`src/rtl/usb_in_bank_pkg.sv`:
```
package usb_in_bank_pkg;

  // Strobes from the control to the datapath
  typedef struct packed {
    logic wrEn;          // accepted firmware byte write into the firmware bank
    logic freeEn;        // queued bank released by host acknowledge
    logic tokenEn;       // IN token seen this cycle
    logic tokenHasData;  // a bank was queued when the token arrived
  } bankStrobe_t;

endpackage

```
`src/rtl/usb_in_bank_ctl.sv`:
```
module usb_in_bank_ctl
  import usb_in_bank_pkg::*;
#(
  parameter int NUM_BANKS = 2,
  parameter int PTR_W     = 1
) (
  input  logic             clk,
  input  logic             rst_n,
  input  logic             epEnable,
  input  logic             txIntEn,
  input  logic             cpuWrValid,
  input  logic             txReadyClr,
  input  logic             bankCtlClr,
  input  logic             inToken,
  input  logic             hostAck,
  input  logic             curBankFull,
  output bankStrobe_t      strobe,
  output logic [PTR_W-1:0] cpuPtr,
  output logic [PTR_W-1:0] sendPtr,
  output logic             txReady,
  output logic             bankCtl,
  output logic             rwAllowed,
  output logic             epIrq,
  output logic             respValid,
  output logic             respIsData
);

  logic [NUM_BANKS-1:0] busyQ, busyD;
  logic [PTR_W-1:0]     cpuPtrQ, cpuPtrD, sendPtrQ, sendPtrD;
  logic                 txReadyQ, txReadyD, bankCtlQ, bankCtlD;
  logic                 respValidQ, respIsDataQ;
  logic                 commitEn, freeEn, wrEn, avail, rwOk;

  // Step a bank pointer; a single bank never moves
  function automatic logic [PTR_W-1:0] advance(input logic [PTR_W-1:0] p);
    if (NUM_BANKS == 1) return '0;
    return (p == PTR_W'(NUM_BANKS - 1)) ? '0 : p + 1'b1;
  endfunction

  always_comb begin
    rwOk     = bankCtlQ && !curBankFull;
    wrEn     = cpuWrValid && rwOk;
    commitEn = bankCtlClr && bankCtlQ && !txReadyQ;
    freeEn   = hostAck && busyQ[sendPtrQ];

    busyD = busyQ;
    if (freeEn)   busyD[sendPtrQ] = 1'b0;
    if (commitEn) busyD[cpuPtrQ]  = 1'b1;

    sendPtrD = freeEn   ? advance(sendPtrQ) : sendPtrQ;
    cpuPtrD  = commitEn ? advance(cpuPtrQ)  : cpuPtrQ;
    avail    = epEnable && !busyD[cpuPtrD];

    txReadyD = txReadyQ && !txReadyClr;
    bankCtlD = bankCtlQ;
    if (commitEn) begin
      txReadyD = avail;
      bankCtlD = avail;
    end else if (!bankCtlQ && avail) begin
      txReadyD = 1'b1;
      bankCtlD = 1'b1;
    end
  end

  always_ff @(posedge clk) begin
    if (!rst_n) begin
      busyQ       <= '0;
      cpuPtrQ     <= '0;
      sendPtrQ    <= '0;
      txReadyQ    <= 1'b0;
      bankCtlQ    <= 1'b0;
      respValidQ  <= 1'b0;
      respIsDataQ <= 1'b0;
    end else begin
      busyQ       <= busyD;
      cpuPtrQ     <= cpuPtrD;
      sendPtrQ    <= sendPtrD;
      txReadyQ    <= txReadyD;
      bankCtlQ    <= bankCtlD;
      respValidQ  <= inToken;
      respIsDataQ <= inToken && busyQ[sendPtrQ];
    end
  end

  assign strobe = '{wrEn: wrEn, freeEn: freeEn, tokenEn: inToken,
                    tokenHasData: busyQ[sendPtrQ]};
  assign cpuPtr     = cpuPtrQ;
  assign sendPtr    = sendPtrQ;
  assign txReady    = txReadyQ;
  assign bankCtl    = bankCtlQ;
  assign rwAllowed  = rwOk;
  assign epIrq      = txReadyQ && txIntEn;
  assign respValid  = respValidQ;
  assign respIsData = respIsDataQ;

endmodule

```
`src/rtl/usb_in_bank_data.sv`:
```
module usb_in_bank_data
  import usb_in_bank_pkg::*;
#(
  parameter int NUM_BANKS  = 2,
  parameter int BANK_BYTES = 64,
  parameter int PTR_W      = 1,
  parameter int CNT_W      = 7,
  parameter int ADDR_W     = 6
) (
  input  logic              clk,
  input  logic              rst_n,
  input  bankStrobe_t       strobe,
  input  logic [PTR_W-1:0]  cpuPtr,
  input  logic [PTR_W-1:0]  sendPtr,
  input  logic [7:0]        wrData,
  input  logic [ADDR_W-1:0] rdAddr,
  output logic              curBankFull,
  output logic [CNT_W-1:0]  pktLen,
  output logic [7:0]        rdData
);

  logic [CNT_W-1:0] bankCnt [NUM_BANKS];
  logic [7:0]       bankRd  [NUM_BANKS];
  logic [CNT_W-1:0] pktLenQ;

  for (genvar b = 0; b < NUM_BANKS; b++) begin : g_bank
    logic [CNT_W-1:0] cntQ;
    logic [7:0]       store [BANK_BYTES];
    logic             wrHit, freeHit;

    assign wrHit   = strobe.wrEn   && (cpuPtr  == PTR_W'(b));
    assign freeHit = strobe.freeEn && (sendPtr == PTR_W'(b));

    always_ff @(posedge clk) begin
      if (!rst_n)       cntQ <= '0;
      else if (freeHit) cntQ <= '0;
      else if (wrHit)   cntQ <= cntQ + 1'b1;
    end

    // Byte storage carries no reset; the count marks valid entries
    always_ff @(posedge clk) begin
      if (wrHit) store[cntQ[ADDR_W-1:0]] <= wrData;
    end

    assign bankCnt[b] = cntQ;
    assign bankRd[b]  = store[rdAddr];
  end

  always_ff @(posedge clk) begin
    if (!rst_n)              pktLenQ <= '0;
    else if (strobe.tokenEn) pktLenQ <= strobe.tokenHasData ? bankCnt[sendPtr] : '0;
  end

  assign curBankFull = (bankCnt[cpuPtr] == CNT_W'(BANK_BYTES));
  assign pktLen      = pktLenQ;
  assign rdData      = bankRd[sendPtr];

endmodule

```
`src/rtl/usb_in_bank_ctrl.sv`:
```
module usb_in_bank_ctrl
  import usb_in_bank_pkg::*;
#(
  parameter int NUM_BANKS  = 2,
  parameter int BANK_BYTES = 64,
  localparam int CNT_W  = $clog2(BANK_BYTES + 1),
  localparam int ADDR_W = $clog2(BANK_BYTES),
  localparam int PTR_W  = (NUM_BANKS > 1) ? $clog2(NUM_BANKS) : 1
) (
  input  logic              clk,
  input  logic              rst_n,
  input  logic              epEnable,
  input  logic              txIntEn,
  input  logic              cpuWrValid,
  input  logic [7:0]        cpuWrData,
  input  logic              txReadyClr,
  input  logic              bankCtlClr,
  output logic              txReady,
  output logic              bankCtl,
  output logic              rwAllowed,
  output logic              epIrq,
  input  logic              inToken,
  output logic              respValid,
  output logic              respIsData,
  output logic [CNT_W-1:0]  pktLen,
  input  logic [ADDR_W-1:0] rdAddr,
  output logic [7:0]        rdData,
  input  logic              hostAck
);

  bankStrobe_t      strobe;
  logic [PTR_W-1:0] cpuPtr, sendPtr;
  logic             curBankFull;

  usb_in_bank_ctl #(.NUM_BANKS(NUM_BANKS), .PTR_W(PTR_W)) u_ctl (
    .clk(clk), .rst_n(rst_n), .epEnable(epEnable), .txIntEn(txIntEn),
    .cpuWrValid(cpuWrValid), .txReadyClr(txReadyClr), .bankCtlClr(bankCtlClr),
    .inToken(inToken), .hostAck(hostAck), .curBankFull(curBankFull),
    .strobe(strobe), .cpuPtr(cpuPtr), .sendPtr(sendPtr),
    .txReady(txReady), .bankCtl(bankCtl), .rwAllowed(rwAllowed), .epIrq(epIrq),
    .respValid(respValid), .respIsData(respIsData)
  );

  usb_in_bank_data #(
    .NUM_BANKS(NUM_BANKS), .BANK_BYTES(BANK_BYTES), .PTR_W(PTR_W),
    .CNT_W(CNT_W), .ADDR_W(ADDR_W)
  ) u_data (
    .clk(clk), .rst_n(rst_n), .strobe(strobe), .cpuPtr(cpuPtr), .sendPtr(sendPtr),
    .wrData(cpuWrData), .rdAddr(rdAddr), .curBankFull(curBankFull),
    .pktLen(pktLen), .rdData(rdData)
  );

endmodule

```
`config.mk`:
```
export PLATFORM = sky130hd
export DESIGN_NAME = usb_in_bank_ctrl
export DESIGN_NICKNAME = d
export VERILOG_FILES = /design/src/rtl/usb_in_bank_pkg.sv /design/src/rtl/usb_in_bank_ctl.sv /design/src/rtl/usb_in_bank_data.sv /design/src/rtl/usb_in_bank_ctrl.sv
export SDC_FILE = /design/constraint.sdc
export NUM_CORES = 1
export LEC_CHECK = 0
export BUFFER_PORTS_ARGS = -buffer_cell sky130_fd_sc_hd__buf_2
export CAP_MARGIN = 20
export CELL_PAD_IN_SITES_DETAIL_PLACEMENT = 1
export CELL_PAD_IN_SITES_GLOBAL_PLACEMENT = 2
export CORE_MARGIN = 2
export CORE_UTILIZATION = 45
export CTS_BUF_LIST = sky130_fd_sc_hd__clkbuf_2 sky130_fd_sc_hd__clkbuf_4 sky130_fd_sc_hd__clkbuf_8
export DETAILED_ROUTE_END_ITERATION = 7
export PLACE_DENSITY_LB_ADDON = 0.25
export SLEW_MARGIN = 5
export SYNTH_ARGS = -nofsm -noshare
export SYNTH_HDL_FRONTEND = slang
export SYNTH_HIERARCHICAL = 1
export SYNTH_SLANG_ARGS = --single-unit
```
`constraint.sdc`:
```
create_clock -name clk -period 3.7 [get_ports clk]
set_input_delay 0.37 -clock clk [delete_from_list [all_inputs] [get_ports clk]]
set_output_delay 0.37 -clock clk [all_outputs]
set_load 0.02 [all_outputs]
```
==> impl_metrics.yaml <==
placement:
  hpwl_um: 64500
  place_ws_ns: 0.140
  dp.cells: 3035
  gp_congestion: 0.784
  port-buffer-count: 43
status:
  status: "finished, violations left"
  violations: "setup timing"
grt:
  grt_max_degree: 98
  track_usage_pct: 22.7
  grt_overflow: 0
  grt_pass1_vias: 20932
  antenna_found_initial: 3
  grt_pass1_wl_um: 152000
yosys:
  synth_area_um2: 40900
  synthDistinctLibCells: 40
  netlist_top_cells_area: "edfxtp_1 75%, mux4_2 18%, dfxtp_1 1.4%"
  yosysSeqAreaShare_pct: 76.5
  ys_async_sr_fraction_pct: 0
  ys_ff_latch: 1053
  synth.avg_cell_area_um2: 22.8
  netlist_instances: 1796
  yosys_warnings: 6
  synth_edf_count: 1024
  yosysTopAreaCellShare_pct: 75.1
  synth_nets: 1821
  synth_top_cell_by_area: "edfxtp_1"
  synth-main-ff-cell: "edfxtp_1"
clocking:
  cts_tree: "done"
  path_clk_slew_ns: 0.06
  cts_inserted_buffers: 172
  htreeDepth: 4
  clock-root-buffer: "clkbuf_8"
  clock_sinks: 1053
  clockBufferDepth: 3
  clock_latency_ns: 0.84
die:
  die_w_um: 306
  ios: 44
  rows: 110
  start_util_pct: 45.4
  dieArea_um2: 93400
  core_area_um2: 90100
  dieHeight_um: 306
cells_and_area:
  syn_to_final_growth_pct: 14.6
  n_fill_cell: 7841
  final_nets: 2072
  drive_gt1_share_pct: 36.4
  finalNonFillerCells: 3364
  final_core_util_pct: 52.0
hold_path:
  worstHoldPathCells: 1
  min_to: "u_data/g_bank[1].store[25][1]$_DFFE_PP_"
  hp-start: "cpuWrData[1]"
  worstHoldPathType: "in -> reg"
pwr:
  vdd_drop_max_mv: 0.345
  leakage_uw: 0.0147
  p_per_area_nw_per_um2: 513
critical_path:
  crit_path_start_kind: "flip-flop"
  reg2reg_setup_slack_ns: 0.31
  cp.arrival_ns: 3.39
  worstSetupPathType: "reg -> out"
  timing.rr.start: "u_data/g_bank[1].cntQ[3]$_SDFFE_PP0P_"
  crit_required_ns: 3.33
  end_kind: "primary output"
  critPathMaxFanout: 1
  r2r_end: "u_data/g_bank[0].store[26][3]$_DFFE_PP_"
  worstRegToRegCells: 11
route:
  final_antenna_net_count: 0
  vias: 19616
  routed_via_density: 5.83
  routedWlPerCell_um: 30.7
  drc: 0
  drtIter0Drc: 1890
  drtPass1Iterations: 5
  finalWirelength_um: 103000
sta:
  fin_crit_sh_pct: 102
  slew_violations: 0
  slew_headroom_pct: 22.0
  fin_crit_ns: 3.76
  worst_slack_ns: -0.0613
  worst_clock_skew_ns: 0.0342
  rsz0062_at_grt: "yes"
  fmax_ghz: 0.266
  setup_tns_ns: -0.189
  hold_viol_final: 0
  tightest_slew_ns: 1.17
  hold_ws_ns: 0.0836
  setup_violations: 6
flow_run:
  maxCapViolCount: 0
report_power, final:
| group | internal (uW) | switching (uW) |
|---|---|---|
| clock | 5070 | 4570 |
| combinational | 554 | 747 |
| sequential | 13100 | 10.6 |
stage by stage:
stage	power, uW	area, um2
after CTS	24300	46800
after global routing	24900	46900
after global placement	14600	43400
after floorplan	14000	41000
after detailed placement	14600	43400
final	24100	46900
routing by layer:
| layer | global-route usage, % | vias to the layer above | routed length, um |
|---|---|---|---|
| met4 | 6.37 | 0 | 2130 |
| met3 | 4.58 | 133 | 6770 |
| met5 | 0 | - | 0 |
| met2 | 36.2 | 679 | 50900 |
| met1 | 32.3 | 10724 | 43500 |
| li1 | - | 8080 | - |
how the worst max path moves through the flow:
stage                                       startpoint                                      end  slack, ns  cells past startpoint
6_report       u_data/g_bank[1].store[23][3]$_DFFE_PP_                                rdData[3]      -0.06                      5
5_1_grt        u_data/g_bank[1].store[18][3]$_DFFE_PP_                                rdData[3]      -0.14                      5
4_1_cts        u_data/g_bank[1].store[23][3]$_DFFE_PP_                                rdData[3]      -0.16                      5
3_5_place_dp                                 rdAddr[0]                                rdData[3]       0.14                      8
3_3_place_gp                                 rdAddr[0]                                rdData[1]       0.16                      8
2_1_floorplan    u_data/g_bank[0].cntQ[3]$_SDFFE_PP0P_  u_data/g_bank[1].store[39][0]$_DFFE_PP_       0.37                     11
Yosys cell counts (2+ instances only):
| cell type | count |
|---|---|
| a21oi_1 | 6 |
| or3_1 | 4 |
| edfxtp_1 | 1024 |
| or2_2 | 10 |
| nor2_1 | 142 |
| buf_4 | 14 |
| nand2_1 | 30 |
| clkbuf_1 | 61 |
| buf_2 | 16 |
| and2_1 | 9 |
| buf_1 | 14 |
| o22ai_1 | 8 |
| xnor2_1 | 4 |
| o21ai_0 | 4 |
| mux2_2 | 8 |
| nor3_1 | 3 |
| xor2_1 | 5 |
| mux2i_1 | 11 |
| o21ai_1 | 2 |
| or3b_2 | 5 |
| dfxtp_1 | 29 |
| inv_1 | 12 |
| nand3_1 | 8 |
| mux4_2 | 336 |
| ha_1 | 2 |
| nor2b_1 | 7 |
| nor3b_1 | 2 |
| nand3b_1 | 8 |
critical path, stage by stage (launching register included):
cell and delay [ns]:
edfxtp_1 0.37, mux4_2 0.52, mux4_2 0.58, mux4_2 0.64, mux2_4 0.32, buf_6 0.13
final cells by class:
type                            count  area [um2]  area share (%)
Timing Repair Buffer              183        1680            3.57
Sequential cell                  1053       31300            66.8
Clock buffer                      232        2850            6.07
Antenna cell                        5        12.5          0.0267
Clock inverter                     78         402           0.856
Multi-Input combinational cell    625        9120            19.4
Tap cell                         1176        1470            3.14
Inverter                           12        45.0          0.0960
flip-flops by register name, indices dropped and copies added (netlist names):
register,cells
u_ctl/txReady,1
u_ctl/sendPtr,1
u_data/g_bank.cntQ,14
u_ctl/cpuPtr,1
u_ctl/respIsData,1
u_data/pktLen,7
u_ctl/bankCtl,1
u_ctl/busyQ,2
u_ctl/respValid,1
u_data/g_bank.store,1024
layout by cell type, fill, tap and decap left out, drive strengths merged:
cell / count
edfxtp: 1024
mux4: 336
clkbuf: 232
buf: 171
nor2: 142
clkinv: 66
nand2: 30
dfxtp: 29
inv: 18
dlygate4sd3: 12
mux2i: 11
or2: 11
and2: 11
nand3b: 9
nand3: 8
o22ai: 8
mux2: 8
nor2b: 7
o21ai: 7
a21oi: 6
xor2: 6
diode: 5
clkinvlp: 5
or3b: 5
or3: 4
xnor2: 4
nor3: 3
nor3b: 2
ha: 2
bufinv: 1
a311oi: 1
nand4b: 1
nor4b: 1
and3b: 1
and3: 1
logic make-up (layout without fill, tap and decap cells):
| kind of cell | count (synthesis) | after routing | synth area share, % |
|---|---|---|---|
| compound gates | 22 | 22 | 0.312 |
| xor+xnor | 10 | 10 | 0.232 |
| fa+ha+maj | 2 | 2 | 0.0611 |
| buf+inv | 118 | 505 | 1.28 |
| flops | 1053 | 1053 | 76.5 |
| mux | 355 | 355 | 19.0 |
| other cells | 0 | 5 | 0 |
| simple gates | 236 | 236 | 2.64 |
timing repair:
| item | 4_1_cts | 5_1_grt |
|---|---|---|
| hold buffers | 10 | 2 |
| gates cloned | 0 | 0 |
| setup endpoints to repair | 8 | 8 |
| endpoints found under the hold margin | 25 | 40 |
| resized for setup | 12 | 3 |
| buffers inserted | 0 | 0 |
Note: power is estimated with default switching activity, not from simulation.
